`config.mk`:
```
export PLATFORM = sky130hd
export DESIGN_NAME = vec_irq_ctrl
export DESIGN_NICKNAME = d
export VERILOG_FILES = /design/src/rtl/ivc_pkg.sv /design/src/rtl/ivc_req_latch.sv /design/src/rtl/ivc_prio_enc.sv /design/src/rtl/ivc_ack_fsm.sv /design/src/rtl/vec_irq_ctrl.sv
export SDC_FILE = /design/constraint.sdc
export NUM_CORES = 1
export LEC_CHECK = 0
export ABC_CLOCK_PERIOD_IN_PS = 2400
export BUFFER_PORTS_ARGS = -buffer_cell sky130_fd_sc_hd__buf_4
export CORE_UTILIZATION = 51
export DETAILED_ROUTE_END_ITERATION = 6
export GPL_TIMING_DRIVEN = 0
export PLACE_DENSITY = 0.74
export RECOVER_POWER = 50
export SETUP_SLACK_MARGIN = 0.02
export SYNTH_ARGS = -nofsm -noshare
export SYNTH_HDL_FRONTEND = slang
export SYNTH_HIERARCHICAL = 1
export SYNTH_SLANG_ARGS = --single-unit
```
`constraint.sdc`:
```
create_clock -name clk -period 2.4 [get_ports clk]
set_input_delay 0.36 -clock clk [delete_from_list [all_inputs] [get_ports clk]]
set_output_delay 0.36 -clock clk [all_outputs]
set_load 0.01 [all_outputs]
```
`src/rtl/ivc_pkg.sv`:
```
// Package: shared types for the vectored interrupt controller.
// Assumes: nothing beyond standard SystemVerilog.
package ivc_pkg;

    // Phase of the two-pulse acknowledge handshake
    typedef enum logic [1:0] {
        ACK_IDLE   = 2'd0,
        ACK_FIRST  = 2'd1,
        ACK_GAP    = 2'd2,
        ACK_SECOND = 2'd3
    } ack_st_t;

endpackage

```
`src/rtl/ivc_req_latch.sv`:
```
// Module: edge capture and pending storage for the request inputs.
// Assumes: request inputs are already synchronous to clk. A new rising
// edge takes precedence over a clear in the same cycle.
module ivc_req_latch #(
    parameter int N_REQ = 8
) (
    input  logic             clk,
    input  logic             rst_n,
    input  logic [N_REQ-1:0] req_i,
    input  logic [N_REQ-1:0] clr_i,
    output logic [N_REQ-1:0] pend_o
);

    logic [N_REQ-1:0] req_q;
    logic [N_REQ-1:0] rise;

    // Rising-edge detect against the previous sample
    always_comb rise = req_i & ~req_q;

    // Hold the previous request level
    always_ff @(posedge clk) begin
        if (!rst_n) req_q <= '0;
        else        req_q <= req_i;
    end

    // Set pending bits on an edge, drop them when acknowledged
    always_ff @(posedge clk) begin
        if (!rst_n) pend_o <= '0;
        else        pend_o <= (pend_o & ~clr_i) | rise;
    end

endmodule

```
`src/rtl/ivc_prio_enc.sv`:
```
// Module: fixed-priority encoder, lowest set index wins.
// Assumes: N_REQ >= 2. The index is 0 when no bit is set.
module ivc_prio_enc #(
    parameter int N_REQ = 8,
    localparam int IW   = $clog2(N_REQ)
) (
    input  logic [N_REQ-1:0] vec_i,
    output logic             hit_o,
    output logic [IW-1:0]    idx_o
);

    // Scan from the lowest urgency down so the lowest index is the last to win
    always_comb begin
        hit_o = 1'b0;
        idx_o = '0;
        for (int i = N_REQ - 1; i >= 0; i--) begin
            if (vec_i[i]) begin
                hit_o = 1'b1;
                idx_o = IW'(i);
            end
        end
    end

endmodule

```
`src/rtl/ivc_ack_fsm.sv`:
```
// Module: tracks the two low pulses of the acknowledge line.
// Assumes: inta_n_i is synchronous to clk and each pulse lasts at least one
// clock cycle.
module ivc_ack_fsm
    import ivc_pkg::*;
(
    input  logic clk,
    input  logic rst_n,
    input  logic inta_n_i,
    output logic first_o,
    output logic busy_o,
    output logic drive_o
);

    ack_st_t st_q;
    ack_st_t st_d;

    // Next-phase decode
    always_comb begin
        st_d = st_q;
        unique case (st_q)
            ACK_IDLE:   if (!inta_n_i) st_d = ACK_FIRST;
            ACK_FIRST:  if (inta_n_i)  st_d = ACK_GAP;
            ACK_GAP:    if (!inta_n_i) st_d = ACK_SECOND;
            ACK_SECOND: if (inta_n_i)  st_d = ACK_IDLE;
            default:                   st_d = ACK_IDLE;
        endcase
    end

    // Phase register
    always_ff @(posedge clk) begin
        if (!rst_n) st_q <= ACK_IDLE;
        else        st_q <= st_d;
    end

    // Outputs derived from the phase and the live line
    always_comb begin
        first_o = (st_q == ACK_IDLE) && !inta_n_i;
        busy_o  = (st_q != ACK_IDLE);
        drive_o = (st_q == ACK_SECOND) && !inta_n_i;
    end

endmodule

```
`src/rtl/vec_irq_ctrl.sv`:
```
// Module: prioritized vectored interrupt controller (top).
// Assumes: all inputs are synchronous to clk, and VEC_BASE + N_REQ - 1 fits
// in VEC_W bits. Index 0 is the most urgent request.
module vec_irq_ctrl #(
    parameter int N_REQ    = 8,
    parameter int VEC_BASE = 16,
    parameter int VEC_W    = 8
) (
    input  logic             clk,
    input  logic             rst_n,
    input  logic [N_REQ-1:0] req_i,
    input  logic             inta_n_i,
    input  logic             eoi_i,
    output logic             int_o,
    output logic [VEC_W-1:0] vec_o,
    output logic             vec_oe_o
);

    localparam int IW = $clog2(N_REQ);
    localparam logic [IW-1:0] SPUR_IDX = IW'(N_REQ - 1);

    logic [N_REQ-1:0] pend;
    logic [N_REQ-1:0] isr;
    logic [N_REQ-1:0] elig;
    logic [N_REQ-1:0] ack_clr;
    logic [N_REQ-1:0] eoi_clr;
    logic             win_hit;
    logic [IW-1:0]    win_idx;
    logic             isr_hit;
    logic [IW-1:0]    isr_idx;
    logic             first;
    logic             busy;
    logic             drive;
    logic [IW-1:0]    vec_idx_q;

    ivc_req_latch #(.N_REQ(N_REQ)) u_latch (
        .clk    (clk),
        .rst_n  (rst_n),
        .req_i  (req_i),
        .clr_i  (ack_clr),
        .pend_o (pend)
    );

    ivc_ack_fsm u_fsm (
        .clk      (clk),
        .rst_n    (rst_n),
        .inta_n_i (inta_n_i),
        .first_o  (first),
        .busy_o   (busy),
        .drive_o  (drive)
    );

    // Mask off pending bits at or below the urgency of any in-service bit
    always_comb begin
        logic blocked;
        blocked = 1'b0;
        for (int i = 0; i < N_REQ; i++) begin
            if (isr[i]) blocked = 1'b1;
            elig[i] = pend[i] && !blocked;
        end
    end

    ivc_prio_enc #(.N_REQ(N_REQ)) u_win (
        .vec_i (elig),
        .hit_o (win_hit),
        .idx_o (win_idx)
    );

    ivc_prio_enc #(.N_REQ(N_REQ)) u_top_isr (
        .vec_i (isr),
        .hit_o (isr_hit),
        .idx_o (isr_idx)
    );

    // One-hot clear and set masks for acknowledge and end-of-interrupt
    always_comb begin
        ack_clr = '0;
        eoi_clr = '0;
        if (first && win_hit) ack_clr[win_idx] = 1'b1;
        if (eoi_i && isr_hit) eoi_clr[isr_idx] = 1'b1;
    end

    // In-service register: retire on end-of-interrupt, enter on acknowledge
    always_ff @(posedge clk) begin
        if (!rst_n) isr <= '0;
        else        isr <= (isr & ~eoi_clr) | ack_clr;
    end

    // Freeze the winning index at the first acknowledge pulse
    always_ff @(posedge clk) begin
        if (!rst_n)     vec_idx_q <= '0;
        else if (first) vec_idx_q <= win_hit ? win_idx : SPUR_IDX;
    end

    // Interrupt line and vector bus
    always_comb begin
        int_o    = win_hit && !busy;
        vec_oe_o = drive;
        vec_o    = drive ? (VEC_W'(VEC_BASE) + VEC_W'(vec_idx_q)) : '0;
    end

endmodule

```
After elaboration in Yosys (flattened, before gate mapping)
Index checks and enable logic that the tools add are counted.
{ "classes": {"n_reduce_logical": 28, "n_eq_ne": 7, "muxes": 53, "magnitude_cmp": 4, "bitwise": 8, "n_addsub": 1} }
{ "op_table": {"columns": ["cell", "count"], "rows": [
  ["$mux W3", 17],
  ["$mux W1", 26],
  ["$and A8 B8 Y8", 3],
  ["$not A8 Y8", 3],
  ["$mux W8", 2],
  ["$or A8 B8 Y8", 2],
  ["$logic_and A1 B1 Y1", 15],
  ["$logic_not A1 Y1", 10],
  ["$lt A3 B4 Y1 const B", 2],
  ["$mux W2", 4],
  ["$ne A2 B2 Y1 const B", 4],
  ["$pmux W2 S4", 1],
  ["$add A5 B3 Y6 const A", 1],
  ["$demux W1 S3", 2],
  ["$ge A3 B1 Y1 const B", 2],
  ["$mux W6", 1],
  ["$eq A2 B2 Y1 const B", 2],
  ["$reduce_and A4 Y1", 1],
  ["$eq A2 B1 Y1 const B", 1],
  ["$logic_not A2 Y1", 1],
  ["$reduce_bool A2 Y1", 1]
]} }
{ "totals": {"wordCells": 106, "regBits": 29, "input_bits": 12, "output_inout_bits": 10} }

Depth between registers and ports, before layout
Gate-level depths: netlist of run 1.
{ "logic_depth": {"ltp_word": 26, "mapped_depth": 9, "ltp_nobuf": 9} }

Hierarchy
Netlist of run 1, hierarchy kept.
{ "modules_own_cells": {"columns": ["module", "instances", "seq_area_each_um2", "cells_each", "area_each_um2"], "rows": [
  ["vec_irq_ctrl", 1, 220.2, 74, 679.4],
  ["ivc_req_latch", 1, 320.3, 49, 549.3],
  ["ivc_ack_fsm", 1, 40.0, 21, 175.2],
  ["ivc_prio_enc", 2, 0.0, 13, 80.1]
]} }

Worst setup path after synthesis of run 1
OpenSTA, ideal clock, no wires.
{ "synth_path": {"path_type": "flip-flop to flip-flop", "start": "reg isr[0]", "end": "reg u_latch.pend_o[5]", "period_less_slack_ns": 2.536, "setup_slack_ns": -0.136, "path_stages_with_launch": 9, "setup_ns": 0.118, "t_arrival_ns": 2.417, "t_required_ns": 2.282, "path_buffers": 0, "cell_sequence": "dfxtp_1 -> nor4_4 -> and4b_1 -> a21oi_1 -> o41ai_1 -> inv_2 -> nor3_2 -> nand2b_1 -> a21boi_2"} }
{ "synth_between": {"elab_chain_len": 26, "elab_cells_between_ends": 50, "classes_between": "order compare (2); mux (27); bitwise (3); reduce/logical (18)"} }
{ "synth_lines": {"columns": ["item", "line", "rtl"], "rows": [
  ["from (decl)", "vec_irq_ctrl.sv:23", "logic [N_REQ-1:0] isr;"],
  ["from (signal assigned)", "vec_irq_ctrl.sv:86", "else isr <= (isr & ~eoi_clr) | ack_clr;"],
  ["$mux W1 * (8 in series)", "vec_irq_ctrl.sv:58", "if (isr[i]) blocked = 1'b1;"],
  ["$logic_not A1 Y1 *", "vec_irq_ctrl.sv:59", "elig[i] = pend[i] && !blocked;"],
  ["$logic_and A1 B1 Y1 *", "vec_irq_ctrl.sv:59", null],
  ["net elig[7]", "vec_irq_ctrl.sv:24", "logic [N_REQ-1:0] elig;"],
  ["$mux W3 * (8 in series)", "ivc_prio_enc.sv:17", "if (vec_i[i]) begin"],
  ["net win_idx[0]", "vec_irq_ctrl.sv:28", "logic [IW-1:0] win_idx;"],
  ["$lt A3 B4 Y1 (not written as such) / $ge A3 B1 Y1 (equally long branches)", "vec_irq_ctrl.sv:79", "if (first && win_hit) ack_clr[win_idx] = 1'b1;"],
  ["$logic_and A1 B1 Y1 (not written as such)", "vec_irq_ctrl.sv:79", null],
  ["$mux W1 (not written as such)", "vec_irq_ctrl.sv:79", null],
  ["$demux W1 S3 *", "vec_irq_ctrl.sv:79", null],
  ["$mux W8 *", "vec_irq_ctrl.sv:79", null],
  ["net ack_clr[5]", "vec_irq_ctrl.sv:25", "logic [N_REQ-1:0] ack_clr;"],
  ["$not A8 Y8 *", "ivc_req_latch.sv:29", "else pend_o <= (pend_o & ~clr_i) | rise;"],
  ["$and A8 B8 Y8 *", "ivc_req_latch.sv:29", null],
  ["$or A8 B8 Y8 *", "ivc_req_latch.sv:29", null],
  ["to (signal assigned)", "ivc_req_latch.sv:29", null],
  ["to (decl)", "ivc_req_latch.sv:11", "output logic [N_REQ-1:0] pend_o"]
]} }
Mark *: on every way through the listed nets, which the timed path passes. The rest lies on a longest branch.
A chain may end at the register's enable or synchronous reset.

Final worst setup path of run 1
{ "layout_path": {"start": "reg isr[0]", "end": "out int_o"} }
{ "layout_between": {"elab_cells_between_ends": 33, "classes_between": "mux (16); reduce/logical (17)"} }
{ "layout_lines": {"columns": ["item", "line", "rtl"], "rows": [
  ["$mux W1 (6 in series)", "vec_irq_ctrl.sv:58", null],
  ["$logic_not A1 Y1", "vec_irq_ctrl.sv:59", null],
  ["$logic_and A1 B1 Y1", "vec_irq_ctrl.sv:59", null],
  ["net elig[5]", "vec_irq_ctrl.sv:24", null],
  ["$mux W1 (6 in series)", "ivc_prio_enc.sv:17", null],
  ["net win_hit", "vec_irq_ctrl.sv:27", "logic win_hit;"],
  ["$logic_and A1 B1 Y1", "vec_irq_ctrl.sv:97", "int_o = win_hit && !busy;"],
  ["to (decl)", "vec_irq_ctrl.sv:14", "output logic int_o,"]
]} }
The timed path passes the listed nets, and every way through them passes these cells.

==> reports/qor.txt, run 1 <==
Synth Register Bits = 29
met1 Usage GRT = 28.0%
clock sinks = 29
GP Congestion = 0.906
Fill cells = 255
area grow syn2layout = 21.8%
startpoint types = flip-flop
utilization after layout = 67.4%
largest family of logic cells by synthesized area = simple AND/OR/NAND/NOR gates
Setup-failing EPs final = 0
Syn Inst Count = 170
simple-gate share of the synthesized area = 34.1%
status = complete, but fails checks
IO Port Bufs = 17
Slew Limit Fails = 0
die extent in x = 57.4 µm
Yosys warnings = 6
Internal Pwr Total = 0.00130 W
Register Area = 596 µm²
GRT busiest layer = met2
CP arrival = 1.97 ns
first drt pass iteration count = 6
First DRT Iteration DRCs = 63
CTS Buf Count = 5
Rel. slew slack = 59.3%
final period utilization = 96.9%
top_reg_cell synth = dfxtp_1
Final Skew = 0.00508 ns
vias per cell = 5.37
Peak VDD IR = 0.650 mV
first-pass GRT wire length = 5480 µm
Fmax = 430 MHz
switching part of the total = 37.9%
worst-path fanout max = 9
fraction of final layout cells sized beyond drive strength 1 = 28.5%
initial antenna violation count = 0
CTS tree = built
unrepaired setup endpoints after global routing = yes
failing checks = design-rule violations
Setup CP Type = reg2out
min cycle time layout = 2.33 ns
Nets = 215
Clk Latency, worst-skew pair = 0.32 ns
HP Class = in2reg
# DRC = 2
Rows = 19
async set-reset flop share out of synthesis = 0%
met2 usage = 36.0%
DR WL/cell = 14.1 µm
Post-Syn Area per Cell = 9.20 µm²
total die area = 0.00329 mm²
power per cell area = 1100 mW/mm²
CTS Buffer Depth = 2
power share of the sequential group = 32.2%
Final Hold Fails = 0
Least-Margin Pin Slew = 0.606 ns
Power Total = 0.00210 W
grt total ovfl = 0
Comb pwr share = 44.0%
GRT Total Usage = 22.2%
sequential fraction of the synthesis area = 37.1%
I/O pins = 22
multiplexer share of the synthesized area = 0.640%
clock share of power = 23.8%
core area = 0.00283 mm²
maxcap violations = 0
XOR/XNOR Fraction of Synth Area = 0%
compound-gate portion of the synthesized area = 19.7%
EDFF count, synth = 0
hpwl dp = 2450 µm
cell area after synthesis = 0.00156 mm²
largest net degree at the start of global routing = 14
Static Leak = 0.782 nW
vias in the first global route = 1,192
diode count = 0
chip height = 57.4 µm
CP Data Required Time = 2.04 ns
Distinct cells, synth = 43
met3 usage = 5.44%
crit path capture type = output port
Initial Utilization = 55.3%
H-tree levels = 2
area of the multi-input gates = 962 µm²
vias = 1,240
clk slew on worst S/H paths = 0.09 ns
antenna-violating nets left = 0
switching power = 0.000795 W
Post-Synth Adder-Cell Area = 3.20%
Total Wirelength = 3250 µm
CTS root buffer = clkbuf_4
[power groups by stage]
stage | Clock (W) | Sequential (W) | Combinational (W)
6_report | 0.000499 | 0.000675 | 0.000923
5_1_grt | 0.000530 | 0.000689 | 0.00103
4_1_cts | 0.000512 | 0.000663 | 0.000863
3_5_place_dp | 0 | 0.000666 | 0.000825
3_3_place_gp | 0 | 0.000659 | 0.000786
2_1_floorplan | 0 | 0.000641 | 0.000655
[area by class of cell]
type,instances,share of cell area (%)
inverter,7,1.38
buffer,7,2.36
tap,31,2.04
clock inverter,3,3.41
sequential,29,31.3
timing repair buffer,19,7.09
clock buffer,5,1.97
multi-input combinational,130,50.5
[worst max-delay path: stages (launching register included)]
cell	delay [ns]
dfxtp_4	0.43
nor4_4	0.06
and4bb_2	0.26
nor4_2	0.41
nand2_2	0.16
inv_1	0.11
nor2_1	0.06
buf_4	0.14
[repair_timing]
action / CTS / global route
hold endpoints to repair: 0 / 0
setup buffers: 0 / 2
pin swaps: 0 / 3
hold buffers: 0 / 0
gates resized for setup: 6 / 11
endpoints found under the setup margin: 10 / 7
cloned: 0 / 0
[metal layers]
metal	part of all wire (%)	vias up	wire length, µm
met2	48	21	1560
li1	-	638	-
met3	3.0	7	96
met5	0	-	0
met4	2.5	0	81
met1	46	574	1510
[path summary, 6_finish.rpt]
check	cells after the start	end	start	slack [ns]
max	7	int_o	isr[0]	0.07
min	2	u_latch/req_q[0]	req_i[0]	0.25
min reg2reg	2	u_latch/pend_o[3]	u_latch/pend_o[3]	0.48
max reg2reg	9	u_latch/pend_o[1]	isr[1]	0.14
[sequential cells by signal, indices dropped and copies added, names as in the netlist]
name            flops
isr                 8
u_fsm/st_q          2
u_latch/pend_o      8
u_latch/req_q       8
vec_idx_q           3
[synthesized netlist by cell type, drive strengths merged (2+ instances only)]
cell,count,area (µm²)
dfxtp,29,581
nand2b,21,136
o21a,14,105
and2,12,75.1
nor2,10,40.0
a21boi,9,75.1
nand2,8,32.5
nor3,8,75.1
inv,7,26.3
nor2b,7,43.8
buf,6,48.8
nor4,5,58.8
ha,4,50.1
o21ai,4,20.0
a21oi,3,15.0
a211oi,2,15.0
nand3,2,10.0
o21bai,2,15.0
o31a,2,17.5
o41ai,2,17.5
[cells by family after synthesis]
logic type	Yosys count
buf+inv	14
flops	29
fa+ha+maj	4
other cells	1
mux	1
simple gates	80
compound gates	41
[per-stage QoR]
| stage | cells | TNS, ns | instance area, µm² | setup slack, ns | hold slack, ns |
|---|---|---|---|---|---|
| after floorplan | 173 | 0 | 1580 | 0.219 | 0.444 |
| after global placement | 221 | -0.238 | 1750 | -0.106 | 0.459 |
| after detailed placement | 221 | -0.463 | 1750 | -0.140 | 0.469 |
| after CTS | 229 | 0 | 1880 | 0.0223 | 0.227 |
| after global routing | 231 | -0.0226 | 1910 | -0.0197 | 0.230 |
| final | 231 | 0 | 1910 | 0.0747 | 0.245 |
[cell usage in the layout (no fill, tap or decap), types with 5 or more instances in the layout]
master / n
nor2_1: 10
inv_1: 6
and2_0: 5
dfxtp_1: 23
a21boi_1: 7
nand2_1: 6
nor3_2: 5
buf_4: 22
nor2b_1: 7
clkbuf_4: 5
and2_1: 7
o21a_1: 14
nand2b_1: 19
No activity file was read; power rests on OpenSTA's default activity.
==> run 2: changes to the inputs <==
--- a/config.mk
+++ b/config.mk
@@ -5,12 +5,12 @@
 export SDC_FILE = /design/constraint.sdc
 export NUM_CORES = 1
 export LEC_CHECK = 0
-export ABC_CLOCK_PERIOD_IN_PS = 2400
+export ABC_CLOCK_PERIOD_IN_PS = 2500
 export BUFFER_PORTS_ARGS = -buffer_cell sky130_fd_sc_hd__buf_4
-export CORE_UTILIZATION = 51
+export CORE_UTILIZATION = 54
 export DETAILED_ROUTE_END_ITERATION = 6
 export GPL_TIMING_DRIVEN = 0
-export PLACE_DENSITY = 0.74
+export PLACE_DENSITY = 0.75
 export RECOVER_POWER = 50
 export SETUP_SLACK_MARGIN = 0.02
 export SYNTH_ARGS = -nofsm -noshare
==> constraint.sdc (replaced) <==
create_clock -name clk -period 2.5 [get_ports clk]
set_input_delay 0.375 -clock clk [delete_from_list [all_inputs] [get_ports clk]]
set_output_delay 0.375 -clock clk [all_outputs]
set_load 0.01 [all_outputs]
==> run 2 against run 1 <==
The flow now finishes without violations; final area decreased by 4.3%; combinational power down 13%; sequential share of layout area grew 0.80 points; first-iteration DRC count shrank 43%; critical path depth is the same; power down 17%; count of clock-buffer cells in the layout is 1 higher; utilization shrank 1.3 points; clock skew grew 0.0057 ns; largest cell class unchanged.
==> reports/qor.txt, run 2 (synthesis gave the netlist of run 1 again) <==
chip height = 55.8 µm (-2.7%)
Setup-failing EPs final = 0 (unchanged)
final period utilization = 92.5%
Rel. slew slack = 58.5% (-0.84 points)
clock sinks = 29 (unchanged)
power per cell area = 954 mW/mm² (-13%)
Power Total = 0.00174 W (-17%)
vias per cell = 5.33 (-0.67%)
First DRT Iteration DRCs = 36 (-43%)
min cycle time layout = 2.31 ns
Total Wirelength = 2830 µm (-13%)
CTS tree = built
CP arrival = 1.94 ns (-0.03 ns)
I/O pins = 22 (unchanged)
# DRC = 0 (-2)
DR WL/cell = 12.4 µm (-12%)
IO Port Bufs = 17 (unchanged)
maxcap violations = 0 (unchanged)
GP Congestion = 0.819 (-9.6%)
fin cells = 229 (-0.87%)
antenna-violating nets left = 0 (unchanged)
core area = 0.00276 mm² (-2.5%)
hpwl dp = 2250 µm (-8.0%)
die extent in x = 55.8 µm (-2.7%)
Cell Count Post-Placement = 221 (unchanged)
Nets = 213 (-0.93%)
most common cell after layout, fill and taps aside = dfxtp_1
initial antenna violation count = 0 (unchanged)
Static Leak = 0.740 nW (-5.4%)
first-pass GRT wire length = 5080 µm (-7.3%)
Rows = 19 (unchanged)
Largest regs = isr (8), u_latch/pend_o (8), u_latch/req_q (8)
total die area = 0.00312 mm² (-5.4%)
first drt pass iteration count = 6 (unchanged)
Final Skew = 0.0108 ns (+0.00575 ns)
clk slew on worst S/H paths = 0.10 ns (about the same)
Slew Limit Fails = 0 (unchanged)
startpoint types = flip-flop
vias in the first global route = 1,199 (+0.59%)
largest net degree at the start of global routing = 14 (unchanged)
diode count = 0 (unchanged)
Setup CP Type = reg2out
HP Class = in2reg
CP Data Required Time = 2.12 ns (+0.08 ns)
grt total ovfl = 0 (unchanged)
Final Hold Fails = 0 (unchanged)
Initial Utilization = 56.7% (+1.4 points)
Register Area = 584 µm² (-1.9%)
unrepaired setup endpoints after global routing = no
area grow syn2layout = 16.6%
Clk Latency, worst-skew pair = 0.32 ns (about the same)
Fill cells = 244 (-4.3%)
Fmax = 432 MHz
fraction of final layout cells sized beyond drive strength 1 = 25.8% (-2.7 points)
vias = 1,221 (-1.5%)
hold buffers post-CTS = 0 (unchanged)
CTS Buf Count = 5 (unchanged)
crit path capture type = output port
CTS root buffer = clkbuf_4
area of the multi-input gates = 947 µm² (-1.6%)
Least-Margin Pin Slew = 0.619 ns (+0.0125 ns)
CTS Buffer Depth = 2 (unchanged)
Peak VDD IR = 0.711 mV (+9.3%)
status = complete, no violations
worst-path fanout max = 5 (-4)
H-tree levels = 2 (unchanged)
GRT Total Usage = 20.5% (-1.7 points)
most frequent cells in the layout = dfxtp_1 (26), nand2b_1 (19), buf_4 (19)
[run 2: path summary, 6_finish.rpt]
kind                       end  cells past startpoint  slack [ns]               from
min reg2reg  u_latch/pend_o[7]                      2        0.48  u_latch/pend_o[7]
max                      int_o                      7        0.19             isr[3]
min           u_latch/req_q[4]                      2        0.27           req_i[4]
max reg2reg  u_latch/pend_o[5]                      8        0.21             isr[3]
[run 2: routing by layer]
metal | GRT usage, % | routed length [µm] | part of all wire, % | up-vias
met5 | 0 | 0 | 0 | -
met4 | 8.36 | 24 | 0.85 | 0
met3 | 4.19 | 77 | 2.7 | 2
met2 | 33.0 | 1350 | 47 | 22
met1 | 26.8 | 1390 | 49 | 557
li1 | - | - | - | 640
[run 2: cell type report]
class	instances	share of cell area [%]
Buffer	7	2.47
Clock buffer	6	2.81
Clock inverter	2	0.755
Inverter	7	1.44
Multi-Input combinational cell	130	52.0
Sequential cell	29	32.1
Tap cell	31	2.13
Timing Repair Buffer	17	6.38
[run 2: stage by stage]
stage	setup slack, ns	hold WS, ns	instance area, µm²	util [%]	TNS (ns)
final	0.187	0.268	1820	66.1	0
after floorplan	0.319	0.444	1580	-	0
after detailed placement	-0.0115	0.466	1750	63.4	-0.0115
after global placement	-0.00193	0.458	1750	63.4	-0.00193
after CTS	0.0532	0.252	1820	66.2	0
after global routing	0.0400	0.260	1820	66.1	0
[run 2: worst max-delay path: stages, from the launching register on]
cell      delay, ns
dfxtp_1        0.46
nor4_4         0.09
and4bb_2       0.27
nor4_2         0.37
nand2_2        0.15
inv_1          0.09
nor2_1         0.05
buf_4          0.13
[run 2: timing repair]
action / in CTS / in global routing
buffers inserted: 0 / 0
pin swaps: 0 / 1
setup endpoints to repair: 2 / 9
gates resized for setup: 4 / 4
[run 2: where the power goes]
part | leakage [nW] | total [W] | switching, W | internal, W
Combinational | 0.461 | 0.000804 | 0.000453 | 0.000351
Clock | 0.0382 | 0.000302 | 0.000165 | 0.000137
Sequential | 0.241 | 0.000634 | 0.0000906 | 0.000543
==> run 3: changes to the inputs <==
--- a/config.mk
+++ b/config.mk
@@ -7,10 +7,12 @@
 export LEC_CHECK = 0
 export ABC_CLOCK_PERIOD_IN_PS = 2500
 export BUFFER_PORTS_ARGS = -buffer_cell sky130_fd_sc_hd__buf_4
+export CORE_MARGIN = 5
 export CORE_UTILIZATION = 54
+export CTS_BUF_LIST = sky130_fd_sc_hd__clkbuf_16
 export DETAILED_ROUTE_END_ITERATION = 6
 export GPL_TIMING_DRIVEN = 0
-export PLACE_DENSITY = 0.75
+export PLACE_DENSITY_LB_ADDON = 0.1
 export RECOVER_POWER = 50
 export SETUP_SLACK_MARGIN = 0.02
 export SYNTH_ARGS = -nofsm -noshare
==> run 3 against run 2 <==
Clock skew fell by 0.0083 ns; power up 17%; final cell count up 0.87%; setup slack worse by 0.063 ns; clock power grew 78%; critical endpoint is now u_latch/pend_o[5].
==> reports/qor.txt, run 3 (synthesis gave the netlist of run 1 again) <==
antenna-violating nets left = 0 (unchanged)
switching power = 0.000753 W (+6.2%)
Least-Margin Pin Slew = 0.610 ns (-0.00872 ns)
die extent in x = 63.8 µm (+14%)
dpl cell area = 0.00175 mm² (unchanged)
Initial Utilization = 56.7% (unchanged)
Comb pwr share = 42.1% (-4.1 points)
hpwl dp = 2410 µm (+7.0%)
status = complete, no violations
Static Leak = 0.783 nW (+5.8%)
CP Data Required Time = 2.66 ns (+0.54 ns)
Fill cells = 242 (-0.82%)
Fmax = 421 MHz (-2.6%)
Clk Latency, worst-skew pair = 0.27 ns (-0.05 ns)
GP Congestion = 0.921 (+13%)
CTS Buf Count = 5 (unchanged)
Rows = 19 (unchanged)
power per cell area = 1070 mW/mm² (+12%)
worst hold path depth = 2 (unchanged)
maxcap violations = 0 (unchanged)
final period utilization = 95.0% (+2.5 points)
Largest regs = isr (8), u_latch/pend_o (8), u_latch/req_q (8)
Rel. slew slack = 59.1% (+0.58 points)
RR Endpoint = u_latch/pend_o[5]
most frequent cells in the layout = dfxtp_1 (26), buf_4 (21), nand2b_1 (19)
area grow syn2layout = 22.0%
power share of the sequential group = 31.6% (-4.8 points)
fraction of final layout cells sized beyond drive strength 1 = 24.5% (-1.3 points)
vias in the first global route = 1,195 (-0.33%)
switching part of the total = 37.0% (-3.7 points)
Power Total = 0.00203 W (+17%)
CP arrival = 2.53 ns (+0.59 ns)
Peak VDD IR = 0.875 mV (+23%)
vias = 1,302 (+6.6%)
chip height = 63.8 µm (+14%)
first drt pass iteration count = 6 (unchanged)
Total Wirelength = 3230 µm (+14%)
clock share of power = 26.4% (+9.0 points)
Nets = 215 (+0.94%)
Setup-failing EPs final = 0 (unchanged)
DR WL/cell = 14.0 µm (+13%)
first-pass GRT wire length = 5380 µm (+6.0%)
Slew Limit Fails = 0 (unchanged)
IO Port Bufs = 17 (unchanged)
clock sinks = 29 (unchanged)
HP Class = in2reg
CTS root buffer = clkbuf_16
min cycle time layout = 2.38 ns (+0.0627 ns)
# DRC = 0 (unchanged)
H-tree levels = 2 (unchanged)
Final Hold Fails = 0 (unchanged)
initial antenna violation count = 0 (unchanged)
CTS Buffer Depth = 2 (unchanged)
GRT Total Usage = 16.4% (-4.1 points)
largest net degree at the start of global routing = 14 (unchanged)
grt total ovfl = 0 (unchanged)
Reg2Reg Depth = 8 (unchanged)
hold_sp = req_i[7]
startpoint types = flip-flop
CTS tree = built
Sum Neg Setup Slack = 0 ns (unchanged)
diode count = 0 (unchanged)
total die area = 0.00407 mm² (+31%)
clk slew on worst S/H paths = 0.05 ns (-0.05 ns)
Min-Delay Endpoint = u_latch/req_q[7]
final std cell area, no fill = 0.00191 mm² (+4.7%)
worst-path fanout max = 9 (+4)
Internal Pwr Total = 0.00128 W (+24%)
Reg2Reg Setup Slack = 0.12 ns (-0.09 ns)
most common cell after layout, fill and taps aside = dfxtp_1
Final Skew = 0.00253 ns (-0.00829 ns)
vias per cell = 5.64 (+5.7%)
crit path capture type = flip-flop
hold buffers post-CTS = 0 (unchanged)
Setup CP Type = reg2reg
I/O pins = 22 (unchanged)
launching point of the worst reg2reg path = isr[0]
core area = 0.00276 mm² (unchanged)
First DRT Iteration DRCs = 72 (+100%)
-- run 3: worst max-delay path by stage --
stage           start                end  slack, ns  depth (start not counted)
5_1_grt        isr[0]  u_latch/pend_o[5]     -0.005                          8
3_5_place_dp   isr[0]  u_latch/pend_o[5]      -0.05                          8
6_report       isr[0]  u_latch/pend_o[5]       0.12                          8
3_3_place_gp   isr[0]  u_latch/pend_o[5]     -0.006                          8
4_1_cts        isr[1]  u_latch/pend_o[5]      -0.03                          8
2_1_floorplan  isr[0]  u_latch/pend_o[5]       0.32                          8
-- run 3: critical path: stages, from the launching register on --
cell and delay [ns]:
dfxtp_2 0.38, nor4_4 0.36, and4b_1 0.32, a21oi_1 0.12
o41ai_4 0.49, inv_2 0.11, nor3_2 0.27, nand2b_1 0.16
a21boi_2 0.05
-- run 3: layout make-up --
cell class,instances,area [µm²],area share (%)
Buffer,7,45.0,2.36
Clock buffer,5,125,6.56
Multi-Input combinational cell,130,945,49.5
Sequential cell,29,584,30.6
Clock inverter,3,12.5,0.656
Timing Repair Buffer,19,131,6.89
Tap cell,31,38.8,2.03
Inverter,7,26.3,1.38
-- run 3: per-stage QoR --
stage          setup WS [ns]  hold slack [ns]  util (%)  cells
6_report               0.124            0.321      69.2    231
5_1_grt             -0.00483            0.325      69.2    231
4_1_cts              -0.0295            0.317      68.5    229
3_5_place_dp         -0.0499            0.462      63.4    221
3_3_place_gp        -0.00572            0.457      63.4    221
2_1_floorplan          0.319            0.444         -    173
-- run 3: power by group through the flow --
stage | sequential [W] | combinational, W | clock, W
detailed placement | 0.000643 | 0.000782 | 0
finish | 0.000642 | 0.000856 | 0.000537
floorplan | 0.000615 | 0.000628 | 0
global placement | 0.000634 | 0.000752 | 0
CTS | 0.000637 | 0.000788 | 0.000552
global route | 0.000654 | 0.000934 | 0.000588
-- run 3: repair_timing --
item / CTS / global route
buffers inserted: 0 / 2
resized for setup: 1 / 5
endpoints found under the setup margin: 5 / 16
pin swaps: 0 / 1
-- run 3: metal layers --
| metal | share of wire [%] | up-vias | global-route usage, % |
|---|---|---|---|
| met5 | 0 | - | 0 |
| met4 | 1.4 | 0 | 3.90 |
| met3 | 7.5 | 8 | 5.08 |
| met2 | 49 | 59 | 28.3 |
| met1 | 42 | 589 | 19.7 |
| li1 | - | 646 | - |
